===== src/rtl/frx_pkg.sv =====
package frx_pkg;
    // Frame kinds reported on frm_kind
    typedef enum logic [1:0] {
        KIND_NONE  = 2'd0,
        KIND_SHORT = 2'd1,
        KIND_LONG  = 2'd2,
        KIND_ACK   = 2'd3
    } frm_kind_t;

    // Framing characters
    localparam logic [7:0] CH_SHORT_HDR = 8'h10;
    localparam logic [7:0] CH_LONG_HDR  = 8'h68;
    localparam logic [7:0] CH_TAIL      = 8'h16;
    localparam logic [7:0] CH_ACK       = 8'hE5;

    // Oversampling factor per bit
    localparam int OVS = 16;
endpackage


===== src/rtl/frx_char_rx.sv =====
// Character receiver: two-flop synchroniser, 16x tick generator and
// mid-bit sampler for start/8 data/even parity/stop characters.
// Assumes rate_sel is stable while a character is in flight.
module frx_char_rx #(
    parameter int BASE_DIV = 52
) (
    input  logic       clk,
    input  logic       rst_n,
    input  logic       rx_line,
    input  logic [2:0] rate_sel,
    output logic       tick,
    output logic       busy,
    output logic       ch_valid,
    output logic [7:0] ch_data,
    output logic       ch_err
);
    import frx_pkg::*;

    localparam int DIV_W = $clog2(BASE_DIV) + 6;

    typedef enum logic [1:0] {RX_IDLE, RX_START, RX_BITS} rx_st_t;

    logic             rx_meta, rx_s;
    logic [DIV_W-1:0] div_cnt, div_lim;
    logic [2:0]       shamt;
    rx_st_t           st;
    logic [3:0]       sub;
    logic [3:0]       bidx;
    logic [9:0]       shreg;

    // Pick divisor from rate select; out-of-range codes fall back to the fastest rate
    always_comb begin
        shamt   = (rate_sel > 3'd4) ? 3'd0 : rate_sel;
        div_lim = (DIV_W'(BASE_DIV) << shamt) - 1'b1;
    end

    // Bring the asynchronous line into the clock domain
    always_ff @(posedge clk) begin
        if (!rst_n) begin
            rx_meta <= 1'b1;
            rx_s    <= 1'b1;
        end else begin
            rx_meta <= rx_line;
            rx_s    <= rx_meta;
        end
    end

    // Generate one tick per oversample period
    always_ff @(posedge clk) begin
        if (!rst_n) begin
            div_cnt <= '0;
            tick    <= 1'b0;
        end else if (div_cnt >= div_lim) begin
            div_cnt <= '0;
            tick    <= 1'b1;
        end else begin
            div_cnt <= div_cnt + 1'b1;
            tick    <= 1'b0;
        end
    end

    // Sample start, data, parity and stop at their bit centres
    always_ff @(posedge clk) begin
        if (!rst_n) begin
            st       <= RX_IDLE;
            sub      <= '0;
            bidx     <= '0;
            shreg    <= '0;
            ch_valid <= 1'b0;
            ch_err   <= 1'b0;
            ch_data  <= '0;
        end else begin
            ch_valid <= 1'b0;
            ch_err   <= 1'b0;
            case (st)
                RX_IDLE: begin
                    if (tick && !rx_s) begin
                        st  <= RX_START;
                        sub <= '0;
                    end
                end
                RX_START: begin
                    if (tick) begin
                        if (sub == 4'(OVS/2 - 1)) begin
                            sub  <= '0;
                            bidx <= '0;
                            if (rx_s) begin
                                st     <= RX_IDLE;
                                ch_err <= 1'b1;
                            end else begin
                                st <= RX_BITS;
                            end
                        end else begin
                            sub <= sub + 1'b1;
                        end
                    end
                end
                RX_BITS: begin
                    if (tick) begin
                        if (sub == 4'(OVS - 1)) begin
                            sub   <= '0;
                            shreg <= {rx_s, shreg[9:1]};
                            if (bidx == 4'd9) begin
                                st      <= RX_IDLE;
                                ch_data <= shreg[8:1];
                                if (rx_s && !(^shreg[9:1]))
                                    ch_valid <= 1'b1;
                                else
                                    ch_err <= 1'b1;
                            end else begin
                                bidx <= bidx + 1'b1;
                            end
                        end else begin
                            sub <= sub + 1'b1;
                        end
                    end
                end
                default: st <= RX_IDLE;
            endcase
        end
    end

    assign busy = (st != RX_IDLE);
endmodule


===== src/rtl/frx_idle_mon.sv =====
// Idle-line monitor: counts quiet bit times while no character is in
// flight and holds the post-error blackout flag until the count is met.
// Assumes busy rises within one tick of a start edge.
module frx_idle_mon #(
    parameter int IDLE_BITS = 33
) (
    input  logic clk,
    input  logic rst_n,
    input  logic tick,
    input  logic busy,
    input  logic err_set,
    output logic gap,
    output logic blk
);
    import frx_pkg::*;

    localparam int LIM = IDLE_BITS * OVS;
    localparam int CW  = $clog2(LIM + 1);

    logic [CW-1:0] qcnt;

    // Count quiet ticks, saturating at the limit
    always_ff @(posedge clk) begin
        if (!rst_n)
            qcnt <= '0;
        else if (busy)
            qcnt <= '0;
        else if (tick && qcnt != CW'(LIM))
            qcnt <= qcnt + 1'b1;
    end

    assign gap = (qcnt == CW'(LIM));

    // Blackout set by an error, released by a long enough quiet spell
    always_ff @(posedge clk) begin
        if (!rst_n)
            blk <= 1'b0;
        else if (err_set)
            blk <= 1'b1;
        else if (gap)
            blk <= 1'b0;
    end
endmodule


===== src/rtl/frx_parser.sv =====
// Frame parser: walks the short, long and acknowledge formats, checks
// lengths, sums and closing characters, buffers user bytes and streams
// them out after the frame is accepted.
// Assumes characters are spaced far wider than a payload burst.
module frx_parser #(
    parameter int MIN_LEN = 2,
    parameter int MAX_LEN = 23
) (
    input  logic                       clk,
    input  logic                       rst_n,
    input  logic                       ch_valid,
    input  logic [7:0]                 ch_data,
    input  logic                       ch_err,
    input  logic                       gap,
    input  logic                       blk,
    output logic                       frm_ok,
    output logic [1:0]                 frm_kind,
    output logic [7:0]                 frm_ctrl,
    output logic [$clog2(MAX_LEN)-1:0] frm_ulen,
    output logic                       pay_valid,
    output logic [7:0]                 pay_byte,
    output logic                       pay_last,
    output logic                       err_set
);
    import frx_pkg::*;

    localparam int UMAX = MAX_LEN - 1;
    localparam int UW   = $clog2(MAX_LEN);
    localparam int LW   = $clog2(MAX_LEN + 1);

    typedef enum logic [3:0] {
        P_IDLE, P_S_CTRL, P_S_SUM, P_S_TAIL,
        P_L_LEN1, P_L_LEN2, P_L_HDR2, P_L_CTRL,
        P_L_DATA, P_L_SUM, P_L_TAIL
    } p_st_t;

    p_st_t         st;
    logic [7:0]    ctrl_r;
    logic [7:0]    sum_r;
    logic [LW-1:0] len_r;
    logic [LW-1:0] rem_r;
    logic [UW-1:0] widx;
    logic [UW-1:0] ridx;
    logic [UW-1:0] rlen;
    logic          strm;
    logic          take;
    logic          wr_en;
    logic [7:0]    ubuf [UMAX];

    assign take  = ch_valid && !blk;
    assign wr_en = take && (st == P_L_DATA);

    // Store user bytes of a long frame
    always_ff @(posedge clk) begin
        if (wr_en)
            ubuf[widx] <= ch_data;
    end

    // Frame state machine and acceptance
    always_ff @(posedge clk) begin
        if (!rst_n) begin
            st       <= P_IDLE;
            ctrl_r   <= '0;
            sum_r    <= '0;
            len_r    <= '0;
            rem_r    <= '0;
            widx     <= '0;
            frm_ok   <= 1'b0;
            frm_kind <= KIND_NONE;
            frm_ctrl <= '0;
            frm_ulen <= '0;
            err_set  <= 1'b0;
        end else begin
            frm_ok  <= 1'b0;
            err_set <= 1'b0;
            if (ch_err && !blk) begin
                err_set <= 1'b1;
                st      <= P_IDLE;
            end else if (take) begin
                case (st)
                    P_IDLE: begin
                        if (ch_data == CH_SHORT_HDR)
                            st <= P_S_CTRL;
                        else if (ch_data == CH_LONG_HDR)
                            st <= P_L_LEN1;
                        else if (ch_data == CH_ACK) begin
                            frm_ok   <= 1'b1;
                            frm_kind <= KIND_ACK;
                            frm_ctrl <= '0;
                            frm_ulen <= '0;
                        end else
                            err_set <= 1'b1;
                    end
                    P_S_CTRL: begin
                        ctrl_r <= ch_data;
                        st     <= P_S_SUM;
                    end
                    P_S_SUM: begin
                        if (ch_data == ctrl_r)
                            st <= P_S_TAIL;
                        else begin
                            err_set <= 1'b1;
                            st      <= P_IDLE;
                        end
                    end
                    P_S_TAIL: begin
                        st <= P_IDLE;
                        if (ch_data == CH_TAIL) begin
                            frm_ok   <= 1'b1;
                            frm_kind <= KIND_SHORT;
                            frm_ctrl <= ctrl_r;
                            frm_ulen <= '0;
                        end else
                            err_set <= 1'b1;
                    end
                    P_L_LEN1: begin
                        if (ch_data >= 8'(MIN_LEN) && ch_data <= 8'(MAX_LEN)) begin
                            len_r <= ch_data[LW-1:0];
                            st    <= P_L_LEN2;
                        end else begin
                            err_set <= 1'b1;
                            st      <= P_IDLE;
                        end
                    end
                    P_L_LEN2: begin
                        if (ch_data == 8'(len_r))
                            st <= P_L_HDR2;
                        else begin
                            err_set <= 1'b1;
                            st      <= P_IDLE;
                        end
                    end
                    P_L_HDR2: begin
                        if (ch_data == CH_LONG_HDR)
                            st <= P_L_CTRL;
                        else begin
                            err_set <= 1'b1;
                            st      <= P_IDLE;
                        end
                    end
                    P_L_CTRL: begin
                        ctrl_r <= ch_data;
                        sum_r  <= ch_data;
                        rem_r  <= len_r - 1'b1;
                        widx   <= '0;
                        st     <= P_L_DATA;
                    end
                    P_L_DATA: begin
                        sum_r <= sum_r + ch_data;
                        widx  <= widx + 1'b1;
                        rem_r <= rem_r - 1'b1;
                        if (rem_r == LW'(1))
                            st <= P_L_SUM;
                    end
                    P_L_SUM: begin
                        if (ch_data == sum_r)
                            st <= P_L_TAIL;
                        else begin
                            err_set <= 1'b1;
                            st      <= P_IDLE;
                        end
                    end
                    P_L_TAIL: begin
                        st <= P_IDLE;
                        if (ch_data == CH_TAIL) begin
                            frm_ok   <= 1'b1;
                            frm_kind <= KIND_LONG;
                            frm_ctrl <= ctrl_r;
                            frm_ulen <= widx;
                        end else
                            err_set <= 1'b1;
                    end
                    default: st <= P_IDLE;
                endcase
            end else if (gap && st != P_IDLE) begin
                err_set <= 1'b1;
                st      <= P_IDLE;
            end
        end
    end

    // Stream buffered user bytes after a long frame is accepted
    always_ff @(posedge clk) begin
        if (!rst_n) begin
            strm      <= 1'b0;
            ridx      <= '0;
            rlen      <= '0;
            pay_valid <= 1'b0;
            pay_last  <= 1'b0;
            pay_byte  <= '0;
        end else begin
            pay_valid <= 1'b0;
            pay_last  <= 1'b0;
            if (take && st == P_L_TAIL && ch_data == CH_TAIL) begin
                strm <= 1'b1;
                ridx <= '0;
                rlen <= widx;
            end else if (strm) begin
                pay_valid <= 1'b1;
                pay_byte  <= ubuf[ridx];
                ridx      <= ridx + 1'b1;
                if (ridx == rlen - 1'b1) begin
                    pay_last <= 1'b1;
                    strm     <= 1'b0;
                end
            end
        end
    end
endmodule


===== src/rtl/frx_frame_rx.sv =====
// Top level of the checksummed frame receiver: character receiver,
// idle-line monitor and frame parser.
// Assumes rx_line idles high and rate_sel changes only between frames.
module frx_frame_rx #(
    parameter int BASE_DIV  = 52,
    parameter int IDLE_BITS = 33,
    parameter int MIN_LEN   = 2,
    parameter int MAX_LEN   = 23
) (
    input  logic                       clk,
    input  logic                       rst_n,
    input  logic                       rx_line,
    input  logic [2:0]                 rate_sel,
    output logic                       frm_ok,
    output logic [1:0]                 frm_kind,
    output logic [7:0]                 frm_ctrl,
    output logic [$clog2(MAX_LEN)-1:0] frm_ulen,
    output logic                       pay_valid,
    output logic [7:0]                 pay_byte,
    output logic                       pay_last,
    output logic                       err_pulse
);
    logic       tick, busy, ch_valid, ch_err, gap, blk, err_set;
    logic [7:0] ch_data;

    frx_char_rx #(.BASE_DIV(BASE_DIV)) u_char (
        .clk      (clk),
        .rst_n    (rst_n),
        .rx_line  (rx_line),
        .rate_sel (rate_sel),
        .tick     (tick),
        .busy     (busy),
        .ch_valid (ch_valid),
        .ch_data  (ch_data),
        .ch_err   (ch_err)
    );

    frx_idle_mon #(.IDLE_BITS(IDLE_BITS)) u_idle (
        .clk     (clk),
        .rst_n   (rst_n),
        .tick    (tick),
        .busy    (busy),
        .err_set (err_set),
        .gap     (gap),
        .blk     (blk)
    );

    frx_parser #(.MIN_LEN(MIN_LEN), .MAX_LEN(MAX_LEN)) u_parse (
        .clk       (clk),
        .rst_n     (rst_n),
        .ch_valid  (ch_valid),
        .ch_data   (ch_data),
        .ch_err    (ch_err),
        .gap       (gap),
        .blk       (blk),
        .frm_ok    (frm_ok),
        .frm_kind  (frm_kind),
        .frm_ctrl  (frm_ctrl),
        .frm_ulen  (frm_ulen),
        .pay_valid (pay_valid),
        .pay_byte  (pay_byte),
        .pay_last  (pay_last),
        .err_set   (err_set)
    );

    assign err_pulse = err_set;
endmodule


===== config.mk =====
export PLATFORM = sky130hd
export DESIGN_NAME = frx_frame_rx
export DESIGN_NICKNAME = d
export VERILOG_FILES = /design/src/rtl/frx_pkg.sv /design/src/rtl/frx_char_rx.sv /design/src/rtl/frx_idle_mon.sv /design/src/rtl/frx_parser.sv /design/src/rtl/frx_frame_rx.sv
export SDC_FILE = /design/constraint.sdc
export NUM_CORES = 1
export LEC_CHECK = 0
export BUFFER_PORTS_ARGS = -buffer_cell sky130_fd_sc_hd__buf_2
export CORE_MARGIN = 2
export CORE_UTILIZATION = 40
export DETAILED_ROUTE_END_ITERATION = 8
export GPL_ROUTABILITY_DRIVEN = 0
export PLACE_DENSITY_LB_ADDON = 0.25
export SKIP_CTS_REPAIR_TIMING = 1
export SLEW_MARGIN = 20
export SYNTH_ARGS = -nofsm -noshare
export SYNTH_HDL_FRONTEND = slang
export SYNTH_SLANG_ARGS = --single-unit

===== constraint.sdc =====
create_clock -name clk -period 2.6 [get_ports clk]
set_input_delay 0.39 -clock clk [delete_from_list [all_inputs] [get_ports clk]]
set_output_delay 0.39 -clock clk [all_outputs]
set_load 0.02 [all_outputs]

==> results of run 1 <==
-- routing by layer --
metal  track usage  wire, um  up-vias
met5             0         0        -
met4        0.0379       504        0
met3        0.0225      1010       33
met2         0.294     14900      149
met1         0.238     14600     4426
li1              -         -     4381
-- registers in the layout, indices dropped and copies added, names as in the netlist, 5 cells and up --
| register | cells |
|---|---|
| u_parse.frm_ulen | 5 |
| u_parse.rlen | 5 |
| u_parse.pay_byte | 8 |
| u_idle.qcnt | 10 |
| u_parse.ubuf | 176 |
| u_parse.ridx | 5 |
| u_parse.rem_r | 5 |
| u_char.shreg | 9 |
| u_parse.sum_r | 8 |
| u_parse.widx | 5 |
| u_parse.len_r | 5 |
| u_char.div_cnt | 12 |
| u_parse.frm_ctrl | 8 |
| u_char.ch_data | 8 |
| u_parse.ctrl_r | 8 |
-- synthesized netlist by cell type, types with 25 or more instances --
cell type	n	area [um^2]
clkbuf_1	34	128
xor2_1	42	368
nor2b_1	47	294
a21oi_1	42	210
dfxtp_1	128	2560
mux4_2	30	676
edfxtp_1	176	5290
nor2_1	109	409
o21ai_0	34	170
inv_1	28	105
ha_1	38	475
mux2i_1	62	621
nand2_1	82	308
nand3_1	25	125
-- worst max path at each step --
stage,to,slack (ns),start
global route,u_parse.st[0],0.01,u_char.ch_data[2]
global placement,u_char.div_cnt[7],0.14,rate_sel[1]
finish,u_parse.pay_byte[0],0.27,u_parse.st[1]
detailed placement,u_char.div_cnt[5],0.09,rate_sel[1]
CTS,u_parse.st[0],0.20,u_char.ch_data[3]
floorplan,u_char.div_cnt[10],0.19,rate_sel[1]
-- layout make-up --
type	instances	area, um^2	area share
inverters	29	109	0.00681
flip-flops and latches	304	7850	0.491
clock buffers	44	887	0.0555
clock inverters	14	161	0.0101
multi-input cells	762	5620	0.351
repair buffers	110	796	0.0497
well taps	455	569	0.0356
-- power by group through the flow --
stage	combinational (mW)	sequential (mW)	clock, mW
detailed placement	0.173	5.17	0
CTS	0.174	5.07	4.66
finish	0.173	5.07	4.53
floorplan	0.131	5.17	0
global placement	0.172	5.17	0
global route	0.198	5.07	4.84
-- through the flow --
stage	setup slack, ns	hold WS [ns]	total power [mW]	cells	area [um^2]
floorplan	0.186	0.386	5.30	1156	13900
global placement	0.136	0.408	5.35	1660	14900
detailed placement	0.0924	0.394	5.35	1660	14900
CTS	0.199	0.0144	9.90	1718	16000
global route	0.0111	0.0250	10.1	1718	16000
finish	0.275	0.0380	9.78	1718	16000
-- cell families (layout without fill, tap and decap cells) --
group	count (synthesis)	in the layout	share of synthesized area
adders and majority gates	39	39	0.0357
muxes	99	99	0.0991
other	1	1	0.000270
AOI/OAI and AO/OA	176	176	0.0825
DFF	304	304	0.565
and+or+nand+nor	382	382	0.145
xor gates and xnor gates	65	65	0.0420
buffers and inverters	90	197	0.0301
==> results.toml, run 1 <==
[routing]
via_count = 8989
dr.pass1.iters = 5
wirelength_mm = 31.0
drcViolationCount = 0
ant_nets = 0
first_iter_violations = 554
drt-vias-per-instance = 5.23
wl_per_cell_um = 18.0

[pwr]
swShare = 0.202
leakage_nw = 5.95
combPwrFrac = 0.018
seq_power_share = 0.519
clkPwrFrac = 0.464
switchingPower_mw = 1.97
p_int_mw = 7.80
p_per_area_nw_per_um2 = 611
ir_drop_v = 0.000589

[timing]
setup_viol = 0
relSlewSlack = 0.584
finClkSkew_ns = 0.0147
period_share = 0.894
layout_min_cycle_time_ns = 2.33
max_freq_mhz = 430
slew_violations = 0
worstMarginPinSlew_ns = 0.623
hold_viol_final = 0
rsz0062_at_grt = "false"
setup_tns_ns = 0

[cells_and_area]
postLayoutCoreUtil = 0.465
num_antenna_cells = 0
fill_cells = 3169
drive_gt1_frac = 0.171
syn_to_final_growth_pct = 15.2
nets = 1283
layout_commonest_cell = "edfxtp_1"
layout_common_cells = "edfxtp_1, dfxtp_1, nor2_1"

[floorplan]
dieArea_um2 = 36200
ios = 33
rows = 68
start_util = 0.404
dieHeight_um = 190
die_x_um = 190
core_um2 = 34400

[synth]
yosys_warnings = 0
synthArstFlopShare = 0
ys.flop_type = "edfxtp_1"
synth_nets = 1201
avgSynthCellArea_um2 = 12.0
syn_inst = 1156
syn_area_um2 = 13900
synth-edff-count = 176
ys_seq_elements = 304
yosysUniqueCellTypes = 85
ys_seq_area_frac = 0.565

[worst_hold_path]
min_path_type = "input pin to flip-flop"
holdCritStartpoint = "rx_line"
hold_end = "u_char.rx_meta"
hold_depth = 2

[worst_setup_path]
worst-path-buf-inv = 2
crit_path_top_delay_cell = "dfxtp_1"
crit_chain = "and4bb_2, nand4b_1, buf_4, nand3_1, inv_2, and2_1, a22oi_1, o21ai_0"
critPathTopFamily = "simple AND/OR/NAND/NOR gates"
worstSetupStartpointType = "flip-flop"
r2r-end = "u_parse.pay_byte[0]"
cp.depth = 8
crit_type = "flip-flop to flip-flop"
critPathMaxStageDelay_ns = 0.66
r2r_start = "u_parse.st[1]"
r2r_slack_ns = 0.27
worstPathMaxFanout = 15
worstPathRequired_ns = 3.04
r2r_cells = 8
crit_arrival_ns = 2.76
cp-end-kind = "flip-flop"

[grt]
grt_use_total = 0.173
overflow = 0
grt_pass1_wl_mm = 49.6
grt_pass1_vias = 8873
grt_max_degree = 44
antenna_found_initial = 0

[clock_tree]
cts_max_path_buffers = 3
clock_latency_ns = 0.57
cts_htree_levels = 1
cts_buffers = 31
root_buffer = "clkbuf_16"
cts_tree = "done"
path_clk_slew_ns = 0.06
cts_num_sinks = 304

[placed_design]
dp_hpwl_mm = 21.2
port_buffers = 32

[job]
maxCapViolCount = 0

[status]
outcome = "complete, no violations"
Power figures use the tool's default switching activity.
==> run 2: changes to the inputs <==
--- a/config.mk
+++ b/config.mk
@@ -8,6 +8,7 @@
 export BUFFER_PORTS_ARGS = -buffer_cell sky130_fd_sc_hd__buf_2
 export CORE_MARGIN = 2
 export CORE_UTILIZATION = 40
+export CTS_BUF_LIST = sky130_fd_sc_hd__clkbuf_8
 export DETAILED_ROUTE_END_ITERATION = 8
 export GPL_ROUTABILITY_DRIVEN = 0
 export PLACE_DENSITY_LB_ADDON = 0.25
==> run 2 against run 1 <==
Net effect:
- first-iteration DRC count down 9.4%
- largest cell class unchanged
- via count up 0.12%
- sequential power about the same
- clock skew up 0.016 ns
- global-route usage up 0.11 points
- design area down 0.48%
==> results.toml, run 2 (synthesized netlist as in run 1, its figures left out) <==
[cells_and_area]
syn_to_final_growth_pct = 14.7
regMostFlops = "u_parse.ubuf"
nets = 1302
fill_cells = 3190
drive_gt1_frac = 0.176
multiInputGateArea_um2 = 5620
layout.cells.non_filler = 1754
largest_reg_flops = 176
layout_commonest_cell = "edfxtp_1"
seq_area_um2 = 7850
reg_top3 = "u_parse.ubuf (176), u_char.div_cnt (12), u_idle.qcnt (10)"
layout_common_cells = "edfxtp_1, dfxtp_1, nor2_1"
num_antenna_cells = 0

[routing]
ant_nets = 0
drt-vias-per-instance = 5.13
drcViolationCount = 0
first_iter_violations = 502
wirelength_mm = 31.1
wl_per_cell_um = 17.7
via_count = 9000
dr.pass1.iters = 5

[clock_tree]
path_clk_slew_ns = 0.05
cts_htree_levels = 2
clock_latency_ns = 0.59
cts_max_path_buffers = 3
cts_tree = "done"
cts_buffers = 50
cts_num_sinks = 304
root_buffer = "clkbuf_8"

[grt]
grt_pass1_vias = 8977
overflow = 0
antenna_found_initial = 0
grt_use_total = 0.175
grt_max_degree = 44
grt_pass1_wl_mm = 49.8

[status]
outcome = "complete, no violations"

[worst_setup_path]
crit_path_top_delay_cell = "dfxtp_1"
crit_type = "flip-flop to flip-flop"
critPathMaxStageDelay_ns = 0.67
crit_start = "u_parse.st[1]"
worst-path-buf-inv = 2
crit_chain = "and4bb_2, nand4b_1, buf_4, nand3_1, inv_2, and2_1, a22oi_1, o21ai_0"
worstSetupStartpointType = "flip-flop"
cp-end-kind = "flip-flop"
worstPathRequired_ns = 3.04
critPathTopFamily = "simple AND/OR/NAND/NOR gates"
worstPathMaxFanout = 15
crit_arrival_ns = 2.77
r2r_start = "u_parse.st[1]"

[timing]
fin_ws_ns = 0.272
setup_viol = 0
setup_tns_ns = 0
period_share = 0.895
worstMarginPinSlew_ns = 0.683
slew_violations = 0
rsz0062_at_grt = "false"
layout_min_cycle_time_ns = 2.33
finClkSkew_ns = 0.0306
max_freq_mhz = 430
hold_viol_final = 0
relSlewSlack = 0.544

[pwr]
ir_drop_v = 0.000473
leakage_nw = 5.98
p_per_area_nw_per_um2 = 583

[floorplan]
dieHeight_um = 190
start_util = 0.404
core_um2 = 34400
dieArea_um2 = 36200
rows = 68
die_x_um = 190
ios = 33

[placed_design]
place_ws_ns = 0.0924
dp_cells = 1660
dp_hpwl_mm = 21.2
port_buffers = 32

[worst_hold_path]
holdCritStartpoint = "rx_line"
min_path_type = "input pin to flip-flop"

[job]
maxCapViolCount = 0
-- run 2: path summary, 6_finish.rpt --
path / end / slack, ns / depth (start not counted)
worst max-delay path: u_parse.pay_byte[6] / 0.27 / 8
worst min-delay path: u_char.rx_meta / 0.03 / 2
worst max register to register: u_parse.pay_byte[6] / 0.27 / 8
worst min register to register: u_char.rx_s / 0.40 / 1
-- run 2: power by group --
part	internal (mW)	total, mW	switching (mW)	leakage [nW]
Combinational	0.0737	0.174	0.0999	2.76
Clock	2.12	4.04	1.92	0.555
Sequential	5.05	5.07	0.0194	2.66
Total	7.25	9.29	2.04	5.98
-- run 2: area by class of cell --
| class | count | area share |
|---|---|---|
| multi-input cells | 762 | 0.353 |
| inverters | 29 | 0.00684 |
| clock buffers | 54 | 0.0467 |
| clock inverters | 40 | 0.0145 |
| flip-flops and latches | 304 | 0.493 |
| repair buffers | 110 | 0.0500 |
| well taps | 455 | 0.0358 |
-- run 2: per-layer routing --
| metal | GRT usage | wire, um |
|---|---|---|
| met1 | 0.238 | 14400 |
| met3 | 0.0300 | 1380 |
| met5 | 0 | 0 |
| met2 | 0.288 | 14800 |
| met4 | 0.0462 | 512 |
-- run 2: metrics by stage --
step | util | hold WS [ns] | area (um^2) | power [mW]
4_1_cts | 0.463 | 0.00754 | 15900 | 9.41
3_5_place_dp | 0.435 | 0.394 | 14900 | 5.35
3_3_place_gp | 0.435 | 0.408 | 14900 | 5.35
6_report | 0.463 | 0.0340 | 15900 | 9.29
5_1_grt | 0.463 | 0.0184 | 15900 | 9.68
2_1_floorplan | - | 0.386 | 13900 | 5.30
==> run 3: changes to the inputs <==
--- a/config.mk
+++ b/config.mk
@@ -11,6 +11,7 @@
 export CTS_BUF_LIST = sky130_fd_sc_hd__clkbuf_8
 export DETAILED_ROUTE_END_ITERATION = 8
 export GPL_ROUTABILITY_DRIVEN = 0
+export MAX_ROUTING_LAYER = met4
 export PLACE_DENSITY_LB_ADDON = 0.25
 export SKIP_CTS_REPAIR_TIMING = 1
 export SLEW_MARGIN = 20
==> run 3 against run 2 <==
Net effect:
- combinational power hardly changed
- wire length about the same
- first-iteration DRC count shrank 3.2%
- non-clock buffer count did not move
- hold slack lost 0.0011 ns
- clock-buffer cell count unchanged
==> results.toml, run 3 (synthesized netlist as in run 1, its figures left out) <==
[status]
outcome = "complete, no violations"

[floorplan]
ios = 33
start_util = 0.404
die_x_um = 190
core_um2 = 34400
rows = 68
dieArea_um2 = 36200
dieHeight_um = 190

[placed_design]
place_ws_ns = 0.0924
port_buffers = 32
dp_hpwl_mm = 21.2

[timing]
finClkSkew_ns = 0.0277
period_share = 0.893
setup_viol = 0
slew_violations = 0
max_freq_mhz = 431
hold_viol_final = 0
worstMarginPinSlew_ns = 0.672
setup_tns_ns = 0
fin_ws_ns = 0.279
layout_min_cycle_time_ns = 2.32
relSlewSlack = 0.551
rsz0062_at_grt = "false"

[grt]
overflow = 0
grt_use_total = 0.180
grt_pass1_wl_mm = 49.8
antenna_found_initial = 0
grt_max_degree = 44
grt_pass1_vias = 8974

[routing]
dr.pass1.iters = 5
via_count = 9033
drt-vias-per-instance = 5.15
drcViolationCount = 0
ant_nets = 0
first_iter_violations = 486
wl_per_cell_um = 17.7
wirelength_mm = 31.1

[worst_setup_path]
r2r_start = "u_parse.st[1]"
worstPathRequired_ns = 3.04
r2r_cells = 8
worstPathMaxFanout = 15
worstSetupStartpointType = "flip-flop"
crit_type = "flip-flop to flip-flop"
cp-end-kind = "flip-flop"
crit_arrival_ns = 2.76
crit_start = "u_parse.st[1]"
r2r-end = "u_parse.pay_byte[6]"
r2r_slack_ns = 0.28

[clock_tree]
path_clk_slew_ns = 0.05
cts_htree_levels = 2
cts_num_sinks = 304
cts_max_path_buffers = 3
cts_tree = "done"
clock_latency_ns = 0.59
root_buffer = "clkbuf_8"
cts_buffers = 50

[worst_hold_path]
hold_end = "u_char.rx_meta"
hold_depth = 2
min_path_type = "input pin to flip-flop"
holdCritStartpoint = "rx_line"

[job]
maxCapViolCount = 0

[cells_and_area]
reg_top3 = "u_parse.ubuf (176), u_char.div_cnt (12), u_idle.qcnt (10)"
largest_reg_flops = 176
syn_to_final_growth_pct = 14.7
layout_common_cells = "edfxtp_1, dfxtp_1, nor2_1"
num_antenna_cells = 0
drive_gt1_frac = 0.176
fill_cells = 3190
seq_area_um2 = 7850
multiInputGateArea_um2 = 5620
regMostFlops = "u_parse.ubuf"
nets = 1302
layout_commonest_cell = "edfxtp_1"

[pwr]
ir_drop_v = 0.000473
p_per_area_nw_per_um2 = 584
leakage_nw = 5.98
==> run 3: cell counts in the layout (fill, tap and decap cells not counted) <==
No cell type changed its count.
==> run 3: cell type report <==
| cell class | count | area share |
|---|---|---|
| clock buffers | 54 | 0.0467 |
| clock inverters | 40 | 0.0145 |
| inverters | 29 | 0.00684 |
| multi-input cells | 762 | 0.353 |
| flip-flops and latches | 304 | 0.493 |
| well taps | 455 | 0.0358 |
| repair buffers | 110 | 0.0500 |
==> run 3: per-layer routing <==
| layer | vias to the layer above | GRT usage | share of wire |
|---|---|---|---|
| li1 | 4420 | - | - |
| met1 | 4376 | 0.238 | 0.47 |
| met2 | 193 | 0.289 | 0.47 |
| met3 | 44 | 0.0300 | 0.041 |
| met4 | 0 | 0.0462 | 0.018 |
| met5 | - | - | 0 |
==> run 3: metrics by stage <==
| step | std cells | utilization | cell area [um^2] | total power [mW] | hold slack (ns) |
|---|---|---|---|---|---|
| 5_1_grt | 1754 | 0.463 | 15900 | 9.68 | 0.0184 |
| 3_3_place_gp | 1660 | 0.435 | 14900 | 5.35 | 0.408 |
| 2_1_floorplan | 1156 | - | 13900 | 5.30 | 0.386 |
| 4_1_cts | 1754 | 0.463 | 15900 | 9.41 | 0.00754 |
| 6_report | 1754 | 0.463 | 15900 | 9.29 | 0.0329 |
| 3_5_place_dp | 1660 | 0.435 | 14900 | 5.35 | 0.394 |
==> run 3: worst max path at each step <==
stage	cells past startpoint	to	slack, ns
floorplan	11	u_char.div_cnt[10]	0.19
global placement	13	u_char.div_cnt[7]	0.14
detailed placement	11	u_char.div_cnt[5]	0.09
CTS	7	u_parse.st[0]	0.24
global route	8	u_parse.pay_byte[4]	0.05
finish	8	u_parse.pay_byte[6]	0.28
==> run 3: critical path, cell delays in order, from the launching register on <==
cell and delay [ns]:
dfxtp_1 0.66, and4bb_2 0.46, nand4b_1 0.13, buf_4 0.22, nand3_1 0.13, inv_2 0.05, and2_1 0.25, a22oi_1 0.16
o21ai_0 0.10
==> run 3: report_power, final <==
group	internal, mW	switching, mW	leakage [nW]
logic	0.0737	0.0999	2.76
clock network	2.12	1.92	0.555
registers	5.05	0.0194	2.66
total	7.25	2.04	5.98
